`src/rtl/gpio_pkg.sv`:
```
package gpio_pkg;

    localparam int PORT_W     = 8;
    localparam int REG_ADDR_W = 2;

    localparam logic [REG_ADDR_W-1:0] ADDR_PORT  = 2'd0;
    localparam logic [REG_ADDR_W-1:0] ADDR_LATCH = 2'd1;
    localparam logic [REG_ADDR_W-1:0] ADDR_DIR   = 2'd2;

    typedef enum logic [1:0] {
        SEL_PORT  = 2'd0,
        SEL_LATCH = 2'd1,
        SEL_DIR   = 2'd2,
        SEL_NONE  = 2'd3
    } reg_sel_e;

    function automatic reg_sel_e decode_addr(input logic [REG_ADDR_W-1:0] a);
        reg_sel_e s;
        case (a)
            ADDR_PORT:  s = SEL_PORT;
            ADDR_LATCH: s = SEL_LATCH;
            ADDR_DIR:   s = SEL_DIR;
            default:    s = SEL_NONE;
        endcase
        return s;
    endfunction

    function automatic logic loads_latch(input reg_sel_e s);
        return (s == SEL_PORT) || (s == SEL_LATCH);
    endfunction

endpackage

```
`src/rtl/gpio_reg_file.sv`:
```
module gpio_reg_file
    import gpio_pkg::*;
#(
    parameter int WIDTH = PORT_W
) (
    input  logic             clk,
    input  logic             rst,
    input  logic             wr,
    input  reg_sel_e         sel,
    input  logic [WIDTH-1:0] wdata,
    output logic [WIDTH-1:0] latch_q,
    output logic [WIDTH-1:0] dir_q
);

    localparam logic [WIDTH-1:0] DIR_RESET   = {WIDTH{1'b1}};
    localparam logic [WIDTH-1:0] LATCH_RESET = '0;

    logic latch_we;
    logic dir_we;

    always_comb begin
        latch_we = wr && loads_latch(sel);
        dir_we   = wr && (sel == SEL_DIR);
    end

    always_ff @(posedge clk) begin
        if (rst) begin
            latch_q <= LATCH_RESET;
        end else if (latch_we) begin
            latch_q <= wdata;
        end
    end

    always_ff @(posedge clk) begin
        if (rst) begin
            dir_q <= DIR_RESET;
        end else if (dir_we) begin
            dir_q <= wdata;
        end
    end


    dir_reset_chk: assert property (@(posedge clk) disable iff (rst)
        $fell(rst) |-> (dir_q == DIR_RESET && latch_q == LATCH_RESET));


    latch_load_chk: assert property (@(posedge clk) disable iff (rst)
        (wr && loads_latch(sel)) |=> (latch_q == $past(wdata)));


    dir_hold_chk: assert property (@(posedge clk) disable iff (rst)
        !(wr && sel == SEL_DIR) |=> $stable(dir_q));


    none_write_chk: assert property (@(posedge clk) disable iff (rst)
        (sel == SEL_NONE) |=> ($stable(dir_q) && $stable(latch_q)));

endmodule

```
`src/rtl/gpio_in_sync.sv`:
```
module gpio_in_sync
    import gpio_pkg::*;
#(
    parameter int WIDTH  = PORT_W,
    parameter int STAGES = 2
) (
    input  logic             clk,
    input  logic             rst,
    input  logic [WIDTH-1:0] pin_in,
    output logic [WIDTH-1:0] pin_sync
);

    localparam int LAST = STAGES - 1;

    logic [WIDTH-1:0] stage_q [STAGES];

    always_ff @(posedge clk) begin
        if (rst) begin
            stage_q[0] <= '0;
        end else begin
            stage_q[0] <= pin_in;
        end
    end

    generate
        for (genvar k = 1; k < STAGES; k++) begin : g_stage
            always_ff @(posedge clk) begin
                if (rst) begin
                    stage_q[k] <= '0;
                end else begin
                    stage_q[k] <= stage_q[k-1];
                end
            end
        end
    endgenerate

    assign pin_sync = stage_q[LAST];


    sync_shift_chk: assert property (@(posedge clk) disable iff (rst)
        $fell(rst) |=> (stage_q[0] == $past(pin_in)));

endmodule

```
`src/rtl/gpio_pin_mux.sv`:
```
module gpio_pin_mux
    import gpio_pkg::*;
#(
    parameter int WIDTH = PORT_W
) (
    input  logic [WIDTH-1:0] dir_q,
    input  logic [WIDTH-1:0] latch_q,
    input  logic [WIDTH-1:0] per_sel,
    input  logic [WIDTH-1:0] per_oe,
    input  logic [WIDTH-1:0] per_dout,
    output logic [WIDTH-1:0] pad_oe,
    output logic [WIDTH-1:0] pad_out
);

    generate
        for (genvar i = 0; i < WIDTH; i++) begin : g_pin
            logic port_oe;
            logic port_val;

            always_comb begin
                port_oe  = ~dir_q[i];
                port_val = latch_q[i];
                if (per_sel[i]) begin
                    pad_oe[i]  = per_oe[i];
                    pad_out[i] = per_dout[i];
                end else begin
                    pad_oe[i]  = port_oe;
                    pad_out[i] = port_val;
                end
            end
        end
    endgenerate

endmodule

```
`src/rtl/gpio_read_mux.sv`:
```
module gpio_read_mux
    import gpio_pkg::*;
#(
    parameter int WIDTH = PORT_W
) (
    input  logic             clk,
    input  logic             rst,
    input  logic             rd,
    input  reg_sel_e         sel,
    input  logic [WIDTH-1:0] pin_sync,
    input  logic [WIDTH-1:0] latch_q,
    input  logic [WIDTH-1:0] dir_q,
    output logic [WIDTH-1:0] rdata
);

    logic [WIDTH-1:0] rd_next;

    always_comb begin
        unique case (sel)
            SEL_PORT:  rd_next = pin_sync;
            SEL_LATCH: rd_next = latch_q;
            SEL_DIR:   rd_next = dir_q;
            default:   rd_next = '0;
        endcase
    end

    always_ff @(posedge clk) begin
        if (rst) begin
            rdata <= '0;
        end else if (rd) begin
            rdata <= rd_next;
        end
    end


    undef_read_chk: assert property (@(posedge clk) disable iff (rst)
        (rd && sel == SEL_NONE) |=> (rdata == '0));


    rdata_hold_chk: assert property (@(posedge clk) disable iff (rst)
        !rd |=> $stable(rdata));


    latch_read_chk: assert property (@(posedge clk) disable iff (rst)
        (rd && sel == SEL_LATCH) |=> (rdata == $past(latch_q)));

endmodule

```
`src/rtl/gpio_override_port.sv`:
```
module gpio_override_port
    import gpio_pkg::*;
#(
    parameter int WIDTH       = PORT_W,
    parameter int SYNC_STAGES = 2
) (
    input  logic                  clk,
    input  logic                  rst,
    input  logic [REG_ADDR_W-1:0] bus_addr,
    input  logic                  bus_wr,
    input  logic                  bus_rd,
    input  logic [WIDTH-1:0]      bus_wdata,
    output logic [WIDTH-1:0]      bus_rdata,
    input  logic [WIDTH-1:0]      pin_in,
    output logic [WIDTH-1:0]      pad_oe,
    output logic [WIDTH-1:0]      pad_out,
    input  logic [WIDTH-1:0]      per_sel,
    input  logic [WIDTH-1:0]      per_oe,
    input  logic [WIDTH-1:0]      per_dout,
    output logic [WIDTH-1:0]      per_din
);

    reg_sel_e         sel;
    logic [WIDTH-1:0] latch_q;
    logic [WIDTH-1:0] dir_q;
    logic [WIDTH-1:0] pin_sync;

    assign sel = decode_addr(bus_addr);

    gpio_reg_file #(.WIDTH(WIDTH)) u_regs (
        .clk     (clk),
        .rst     (rst),
        .wr      (bus_wr),
        .sel     (sel),
        .wdata   (bus_wdata),
        .latch_q (latch_q),
        .dir_q   (dir_q)
    );

    gpio_in_sync #(.WIDTH(WIDTH), .STAGES(SYNC_STAGES)) u_sync (
        .clk      (clk),
        .rst      (rst),
        .pin_in   (pin_in),
        .pin_sync (pin_sync)
    );

    gpio_pin_mux #(.WIDTH(WIDTH)) u_mux (
        .dir_q    (dir_q),
        .latch_q  (latch_q),
        .per_sel  (per_sel),
        .per_oe   (per_oe),
        .per_dout (per_dout),
        .pad_oe   (pad_oe),
        .pad_out  (pad_out)
    );

    gpio_read_mux #(.WIDTH(WIDTH)) u_rd (
        .clk      (clk),
        .rst      (rst),
        .rd       (bus_rd),
        .sel      (sel),
        .pin_sync (pin_sync),
        .latch_q  (latch_q),
        .dir_q    (dir_q),
        .rdata    (bus_rdata)
    );

    assign per_din = pin_sync;


    drive_stable_chk: assert property (@(posedge clk) disable iff (rst)
        ($stable(per_sel) && $stable(per_oe) && $stable(dir_q)) |-> $stable(pad_oe));


    reset_pads_chk: assert property (@(posedge clk) disable iff (rst)
        ($fell(rst) && per_sel == '0) |-> (pad_oe == '0));


    din_port_chk: assert property (@(posedge clk) disable iff (rst)
        (bus_rd && sel == SEL_PORT) |=> (bus_rdata == $past(per_din)));

endmodule

```
`config.mk`:
```
export PLATFORM = sky130hd
export DESIGN_NAME = gpio_override_port
export DESIGN_NICKNAME = d
export VERILOG_FILES = /design/src/rtl/gpio_pkg.sv /design/src/rtl/gpio_reg_file.sv /design/src/rtl/gpio_in_sync.sv /design/src/rtl/gpio_pin_mux.sv /design/src/rtl/gpio_read_mux.sv /design/src/rtl/gpio_override_port.sv
export SDC_FILE = /design/constraint.sdc
export NUM_CORES = 1
export LEC_CHECK = 0
export BUFFER_PORTS_ARGS = -buffer_cell sky130_fd_sc_hd__buf_2
export CAP_MARGIN = 25
export CORE_UTILIZATION = 45
export DETAILED_ROUTE_END_ITERATION = 12
export PLACE_DENSITY = 0.84
export SLEW_MARGIN = 10
export SYNTH_ARGS = -nofsm -noshare
export SYNTH_HDL_FRONTEND = slang
export SYNTH_SLANG_ARGS = --single-unit
export TNS_END_PERCENT = 20
```
`constraint.sdc`:
```
create_clock -name clk -period 1.3 [get_ports clk]
set_input_delay 0.13 -clock clk [delete_from_list [all_inputs] [get_ports clk]]
set_output_delay 0.13 -clock clk [all_outputs]
set_load 0.02 [all_outputs]
```
==> results.json, run 1 <==
{
  "die_area_sq_mm": 0.00391,
  "synth_xor_area_share_pct": 0,
  "start_kind": "flop",
  "synth-compound-area-share_pct": 10.9,
  "finalWorstSetupSlack_ns": 0.0436,
  "clockRootBuffer": "clkbuf_4",
  "synth.largest_area_cell": "dfxtp_1",
  "drv_slew": 0,
  "status": "complete, no violations",
  "fmax_mhz": 796,
  "ios": 78,
  "cp.arrival_ns": 1.13,
  "cp.required_ns": 1.17,
  "grt_pass1_wl_um": 6720,
  "internal_power_mw": 1.91,
  "leakage_nw": 1.08,
  "rows": 21,
  "synth_area_sq_mm": 0.00165,
  "tightestPinTransition_ns": 0.377,
  "grt_overflow_total": 0,
  "synth_mux_area_share_pct": 15.2,
  "clock_latency_ns": 0.36,
  "port_buffers": 77,
  "initial_core_util_pct": 48.3,
  "grt_pass1_vias": 1507,
  "placed_cells": 281,
  "grt_use_total_pct": 22.3,
  "routabilityCongestion": 0.730,
  "synthAdderAreaFrac_pct": 0,
  "worstReg2RegStart": "u_regs.latch_q[4]",
  "finalCritPeriodShare_pct": 96.6,
  "max_cap_viol_count": 0,
  "synth-main-ff-cell": "dfxtp_1",
  "num-fill-cells": 303,
  "seqCellArea_sq_um": 805,
  "synthSimpleGateAreaFrac_pct": 22.1,
  "fin_crit_ns": 1.26,
  "finalPower_mw": 2.58,
  "yosys-top-cells-area": "dfxtp_1, mux2i_1, nor2b_1",
  "powerDensity_mw_per_mm2": 1150,
  "antenna_found_initial": 0,
  "clockBufferDepth": 2,
  "drt_iter0_drc": 41,
  "synth_top_family_by_area": "simple AND/OR/NAND/NOR gates",
  "synthCells": 164,
  "syn_to_final_growth_pct": 35.8,
  "die_w_um": 62.5,
  "finalSetupViolCount": 0,
  "ys_warn_count": 0,
  "cp-end-kind": "output port",
  "die_y_um": 62.5,
  "avgRoutedWirePerCell_um": 13.3,
  "startpoint": "u_regs.latch_q[7]",
  "h-tree-depth": 2,
  "dp_slack_ns": 0.104,
  "ys_top_cells_by_count": "dfxtp_1, mux2i_1, nand2_1, nor2_1, nor2b_1",
  "relSlewSlack_pct": 74.8,
  "hold_start": "bus_wdata[1]",
  "ys_types": 19,
  "drc": 0,
  "hpwl_um": 2830,
  "drive_gt1_share_pct": 43.4,
  "synth.avg_cell_area_sq_um": 10.1,
  "synth_edf_count": 0,
  "cts_tree": "built",
  "netSwitchingFraction_pct": 26.1,
  "synth_nets": 210,
  "vias": 1493,
  "fin_tns_setup_ns": 0,
  "cts_made_buffers": 5,
  "hold_viol": 0,
  "worst-setup-path-type": "reg -> out",
  "pwr-share-seq_pct": 51.6,
  "ant_nets": 0,
  "seq_area_frac_synth_pct": 48.6,
  "critPathMaxFanout": 3,
  "rsz0062_at_grt": "no",
  "drt_first_pass_iters": 4,
  "final_cells": 297,
  "synth.most_common_cell": "dfxtp_1",
  "holdCritPathClass": "in -> reg",
  "cts_sinks": 40,
  "grt_max_degree": 41,
  "p_switching_uw": 674,
  "comb_power_share_pct": 17.2,
  "n_antenna_cell": 0,
  "fin_util_pct": 65.6,
  "vias_per_cell": 5.03,
  "multi_input_area_sq_um": 795,
  "synth_top_area_share_pct": 48.6,
  "synth_seq_cells": 40,
  "core-area_sq_mm": 0.00342,
  "clockPowerShare_pct": 31.2,
  "num-nets-final": 296,
  "ir_drop_mv": 0.657,
  "routed_wl_um": 3950,
  "synth-async-reset-ratio_pct": 0,
  "worst_clock_skew_ns": 0.00451,
  "clk_pin_slew_ns": 0.12
}
## cells in the final DEF (no fill, tap or decap), drive strengths merged
cell,instances
buf,80
mux2,8
mux2i,16
clkbuf,6
nand2,17
and2b,1
a211o,8
nor2b,17
clkinv,1
dlygate4sd3,8
nor2,16
or2,8
bufinv,1
dfxtp,40
o21ai,8
a311oi,8
and3,8
## path summary, 6_finish.rpt
check                         endpoint  cells past startpoint  slack (ns)
hold / removal       u_regs.latch_q[1]                      3        0.01
setup reg to reg         u_rd.rdata[4]                      3        0.26
setup / recovery            pad_out[7]                      2        0.04
hold reg to reg   u_sync.stage_q[1][0]                      1        0.45
## through the flow
step           cell area, sq um  hold WS [ns]
2_1_floorplan              1650         0.258
3_3_place_gp               2070         0.339
3_5_place_dp               2070         0.347
4_1_cts                    2230       0.00835
5_1_grt                    2240        0.0243
6_report                   2240        0.0124
## metal layers
| layer | part of all wire [%] | routed length [um] | track usage [%] | vias up |
|---|---|---|---|---|
| met3 | 6.6 | 261 | 7.48 | 8 |
| met4 | 1.5 | 59 | 8.43 | 0 |
| met2 | 51 | 2030 | 40.2 | 55 |
| met5 | 0 | 0 | 0 | - |
| li1 | - | - | - | 739 |
| met1 | 41 | 1600 | 23.6 | 691 |
## power by group through the flow
stage | Sequential [mW] | Combinational [mW] | Clock (mW)
2_1_floorplan | 1.38 | 0.226 | 0
3_3_place_gp | 1.36 | 0.411 | 0
3_5_place_dp | 1.36 | 0.422 | 0
4_1_cts | 1.33 | 0.442 | 0.812
5_1_grt | 1.34 | 0.485 | 0.879
6_report | 1.33 | 0.444 | 0.805
## state kept, by name, summed over array words and instances, names as in the netlist
signal          flops
u_sync.stage_q     16
u_rd.rdata          8
u_regs.dir_q        8
u_regs.latch_q      8
## layout make-up
type / count / area share, %
flip-flops and latches: 40 / 35.9
clock buffers: 6 / 1.84
clock inverters: 2 / 1.56
repair buffers: 88 / 22.6
multi-input cells: 115 / 35.5
well taps: 46 / 2.57
## critical path: stages (launching register included)
cell and delay [ns]:
dfxtp_2 0.35, mux2_2 0.26, buf_2 0.16
## kinds of logic after synthesis
logic type | count (synthesis)
and+or+nand+nor | 67
DFF | 40
muxes | 24
buffers and inverters | 9
AOI/OAI and AO/OA | 24
## repair_timing
item	4_1_cts	5_1_grt
endpoints found under the setup margin	0	4
buffers inserted	0	0
hold buffers	8	0
resized for setup	0	6
endpoints found under the hold margin	8	0
Note: power is estimated with default switching activity, not from simulation.
==> inputs of run 2 (changes only) <==
Settings changed: CORE_UTILIZATION 45 to 47, CTS_BUF_LIST set to sky130_fd_sc_hd__clkbuf_8, PLACE_DENSITY 0.84 to 0.87.
==> run 2 against run 1 <==
Net effect: final area down 4.1%; first-iteration DRC count is 22% lower; worst hold slack improved by 0.033 ns; critical path type unchanged; critical endpoint is now pad_out[0]; largest cell class unchanged; largest power group unchanged; highest routed layer unchanged.
==> results.json, run 2 (synthesis gave the netlist of run 1 again) <==
{
  "status": "complete, no violations",
  "worst_clock_skew_ns": 0.00701,
  "dp_slack_ns": 0.0504,
  "path_depth": 2,
  "avgRoutedWirePerCell_um": 12.3,
  "critPathMaxFanout": 3,
  "cp_cell_sequence": "mux2_2, buf_2",
  "start_kind": "flop",
  "powerDensity_mw_per_mm2": 1200,
  "hold_path_depth": 2,
  "n_antenna_cell": 0,
  "max_stage_delay_ns": 0.34,
  "rows": 21,
  "final_cells": 287,
  "fmax_mhz": 853,
  "syn_to_final_growth_pct": 30.3,
  "grt_overflow_total": 0,
  "hpwl_um": 2590,
  "ff2ff_path_depth": 3,
  "ant_nets": 0,
  "finalCritPeriodShare_pct": 90.2,
  "cts_made_buffers": 5,
  "clk_pin_slew_ns": 0.07,
  "finalWorstSetupSlack_ns": 0.128,
  "cp.required_ns": 1.17,
  "cp.arrival_ns": 1.04,
  "clock_latency_ns": 0.29,
  "relSlewSlack_pct": 77.1,
  "clockBufferDepth": 2,
  "rsz0062_at_grt": "no",
  "cp-end-kind": "output port",
  "mostFrequentLayoutCells": "buf_2, dfxtp_1",
  "die_w_um": 61.2,
  "drt_iter0_drc": 32,
  "fin_crit_ns": 1.17,
  "fin_tns_setup_ns": 0,
  "final_common_cell": "buf_2",
  "tightestPinTransition_ns": 0.343,
  "post-cts-setup-buffers": 0,
  "grt_pass1_vias": 1281,
  "cp_slowest_cell": "dfxtp_1",
  "worst-setup-path-type": "reg -> out",
  "num-fill-cells": 296,
  "ios": 78,
  "grt_max_degree": 41,
  "drc": 0,
  "holdWs_ns": 0.0449,
  "cts_tree": "built",
  "placed_cells": 279,
  "drt_first_pass_iters": 4,
  "routabilityCongestion": 0.753,
  "fin_util_pct": 64.4,
  "largest_reg_flops": 16,
  "drive_gt1_share_pct": 42.7,
  "port_buffers": 77,
  "ir_drop_mv": 0.784,
  "cts_sinks": 40,
  "postCtsHoldBufs": 0,
  "clockRootBuffer": "clkbuf_8",
  "leakage_nw": 1.04,
  "grt_pass1_wl_um": 5480,
  "cp_top_family": "flip-flops",
  "initial_core_util_pct": 49.4,
  "crit_buf_inv": 1,
  "routed_wl_um": 3520,
  "die_area_sq_mm": 0.00375,
  "core-area_sq_mm": 0.00334,
  "regMostFlops": "u_sync.stage_q",
  "vias": 1420,
  "grt_use_total_pct": 20.5,
  "drv_slew": 0,
  "holdCritPathClass": "in -> reg",
  "cts.repair.resized": 0,
  "num-nets-final": 286,
  "max_cap_viol_count": 0,
  "finalSetupViolCount": 0,
  "hold_viol": 0,
  "vias_per_cell": 4.95,
  "h-tree-depth": 2,
  "antenna_found_initial": 0,
  "die_y_um": 61.2
}
## run 2: area by class of cell
class                   instances  area, sq um  area share, %
clock buffers                   6         82.6           3.84
multi-input cells             115          795           37.0
clock inverters                 2         7.51          0.349
flip-flops and latches         40          801           37.3
well taps                      46         57.6           2.68
repair buffers                 78          405           18.9
## run 2: path summary, 6_finish.rpt
kind,end,slack [ns],start
setup / recovery,pad_out[0],0.13,u_regs.latch_q[0]
hold / removal,u_sync.stage_q[0][1],0.04,pin_in[1]
setup reg to reg,u_rd.rdata[3],0.31,u_regs.latch_q[3]
hold reg to reg,u_sync.stage_q[1][1],0.44,u_sync.stage_q[0][1]
## run 2: power by group
group / switching, mW / internal [mW] / leakage (nW)
registers: 0.0360 / 1.29 / 0.330
logic: 0.226 / 0.189 / 0.659
clock network: 0.409 / 0.417 / 0.0538
total: 0.671 / 1.90 / 1.04
## run 2: metrics by stage
step | total power [mW] | instance area [sq um]
6_report | 2.57 | 2150
3_5_place_dp | 1.77 | 2060
2_1_floorplan | 1.60 | 1650
5_1_grt | 2.69 | 2150
3_3_place_gp | 1.76 | 2060
4_1_cts | 2.58 | 2150
## run 2: routing by layer
metal  vias to the layer above  track usage, %  share of wire, %
met4                         0            12.0               2.6
met2                        60            32.3                45
met5                         -               0                 0
met1                       628            24.7                46
li1                        722               -                 -
met3                        10            6.51               6.2
==> inputs of run 3 (changes only) <==
Settings changed: CORE_MARGIN set to 2.
==> run 3 against run 2 <==
Net effect: non-clock buffer count up 3; sequential power about the same; flip-flop and latch count unchanged; global-route usage down 1.3 points; combinational power up 2%; first-iteration DRC count up 25%; power down 2.7%.
==> results.json, run 3 (synthesis gave the netlist of run 1 again) <==
{
  "die_y_um": 63.2,
  "rsz0062_at_grt": "no",
  "finalSetupViolCount": 0,
  "n_antenna_cell": 0,
  "start_kind": "flop",
  "drt_first_pass_iters": 4,
  "max_cap_viol_count": 0,
  "die_area_sq_mm": 0.00400,
  "cts_sinks": 40,
  "clockBufferDepth": 2,
  "drc": 0,
  "hpwl_um": 2660,
  "antenna_found_initial": 0,
  "cts_tree": "built",
  "use_met3_pct": 7.14,
  "cp_cell_sequence": "mux2_2, buf_2",
  "cts_made_buffers": 5,
  "post-cts-setup-buffers": 0,
  "met1_usage_pct": 22.0,
  "clock_latency_ns": 0.29,
  "vias_per_cell": 5.00,
  "place_area_sq_mm": 0.00208,
  "num-nets-final": 289,
  "port_buffers": 77,
  "cp.required_ns": 1.17,
  "regMostFlops": "u_sync.stage_q",
  "fin_tns_setup_ns": 0,
  "cts.repair.resized": 0,
  "crit_buf_inv": 1,
  "cp.arrival_ns": 1.05,
  "leakage_nw": 1.05,
  "postCtsHoldBufs": 0,
  "routed_wl_um": 3620,
  "status": "complete, no violations",
  "final_common_cell": "buf_2",
  "holdCritPathClass": "in -> reg",
  "fin_crit_ns": 1.18,
  "ir_drop_mv": 0.900,
  "hold_viol": 0,
  "worst-setup-path-type": "reg -> out",
  "cp_top_family": "flip-flops",
  "ant_nets": 0,
  "top_usage_layer": "met2",
  "critPathMaxFanout": 3,
  "routabilityCongestion": 0.774,
  "grt_overflow_total": 0,
  "cp_slowest_cell": "dfxtp_1",
  "powerDensity_mw_per_mm2": 1160,
  "grt_use_total_pct": 19.2,
  "cp-end-kind": "output port",
  "relSlewSlack_pct": 76.9,
  "worst_clock_skew_ns": 0.00531,
  "max_stage_delay_ns": 0.33,
  "largest_reg_flops": 16,
  "grt.met2_usage_pct": 32.4,
  "fmax_mhz": 850,
  "clockRootBuffer": "clkbuf_8",
  "initial_core_util_pct": 49.0,
  "dp_slack_ns": 0.124,
  "drive_gt1_share_pct": 43.6,
  "drt_iter0_drc": 40,
  "vias": 1445,
  "finalCritPeriodShare_pct": 90.5,
  "finalWorstSetupSlack_ns": 0.123,
  "mostFrequentLayoutCells": "buf_2, dfxtp_1",
  "core-area_sq_mm": 0.00336,
  "clk_pin_slew_ns": 0.07,
  "grt_pass1_vias": 1314,
  "syn_to_final_growth_pct": 30.9,
  "num-fill-cells": 305,
  "drv_slew": 0,
  "grt_max_degree": 21,
  "grt_pass1_wl_um": 5850,
  "ios": 78,
  "h-tree-depth": 2,
  "avgRoutedWirePerCell_um": 12.5,
  "finalInstanceArea_sq_mm": 0.00216,
  "tightestPinTransition_ns": 0.345,
  "rows": 21,
  "die_w_um": 63.2
}
[run 3: cell types whose count changed in the layout (fill, tap and decap cells not counted)]
cell      before  now
clkinv_2       0    1
clkbuf_8       6    5
inv_1          2    1
buf_4          0    3
[run 3: per-layer routing]
layer | routed length (um) | part of all wire (%)
met4 | 53 | 1.5
met5 | 0 | 0
met1 | 1590 | 44
met2 | 1690 | 47
met3 | 287 | 7.9
[run 3: through the flow]
step / hold WS [ns] / util (%) / cells / power, mW
3_3_place_gp: 0.339 / 61.9 / 282 / 1.77
5_1_grt: 0.0386 / 64.2 / 289 / 2.63
6_report: 0.0442 / 64.2 / 289 / 2.50
4_1_cts: 0.0386 / 64.2 / 289 / 2.52
3_5_place_dp: 0.342 / 61.9 / 282 / 1.78
2_1_floorplan: 0.258 / - / 164 / 1.60
[run 3: final cells by class]
cell class	count	area [sq um]	share of cell area (%)
clock buffer	5	68.8	3.19
timing repair buffer	81	428	19.8
tap	46	57.6	2.67
clock inverter	2	8.76	0.406
sequential	40	801	37.1
multi-input combinational	115	795	36.8
[run 3: final timing paths]
kind	startpoint	endpoint	slack [ns]	cells past startpoint
setup / recovery	u_regs.latch_q[7]	pad_out[7]	0.12	2
hold / removal	pin_in[4]	u_sync.stage_q[0][4]	0.04	2
setup reg to reg	u_regs.latch_q[0]	u_rd.rdata[0]	0.30	3
hold reg to reg	u_sync.stage_q[0][0]	u_sync.stage_q[1][0]	0.43	1
[run 3: where the power goes]
group / internal [mW] / switching, mW
clock network: 0.356 / 0.391
registers: 1.29 / 0.0364
logic: 0.194 / 0.229
total: 1.84 / 0.656
[run 3: worst reg2reg max path, cell delays in order (launching register included)]
cell and delay [ns]:
dfxtp_1 0.37, mux2i_1 0.10, or2_1 0.23, a311oi_1 0.23
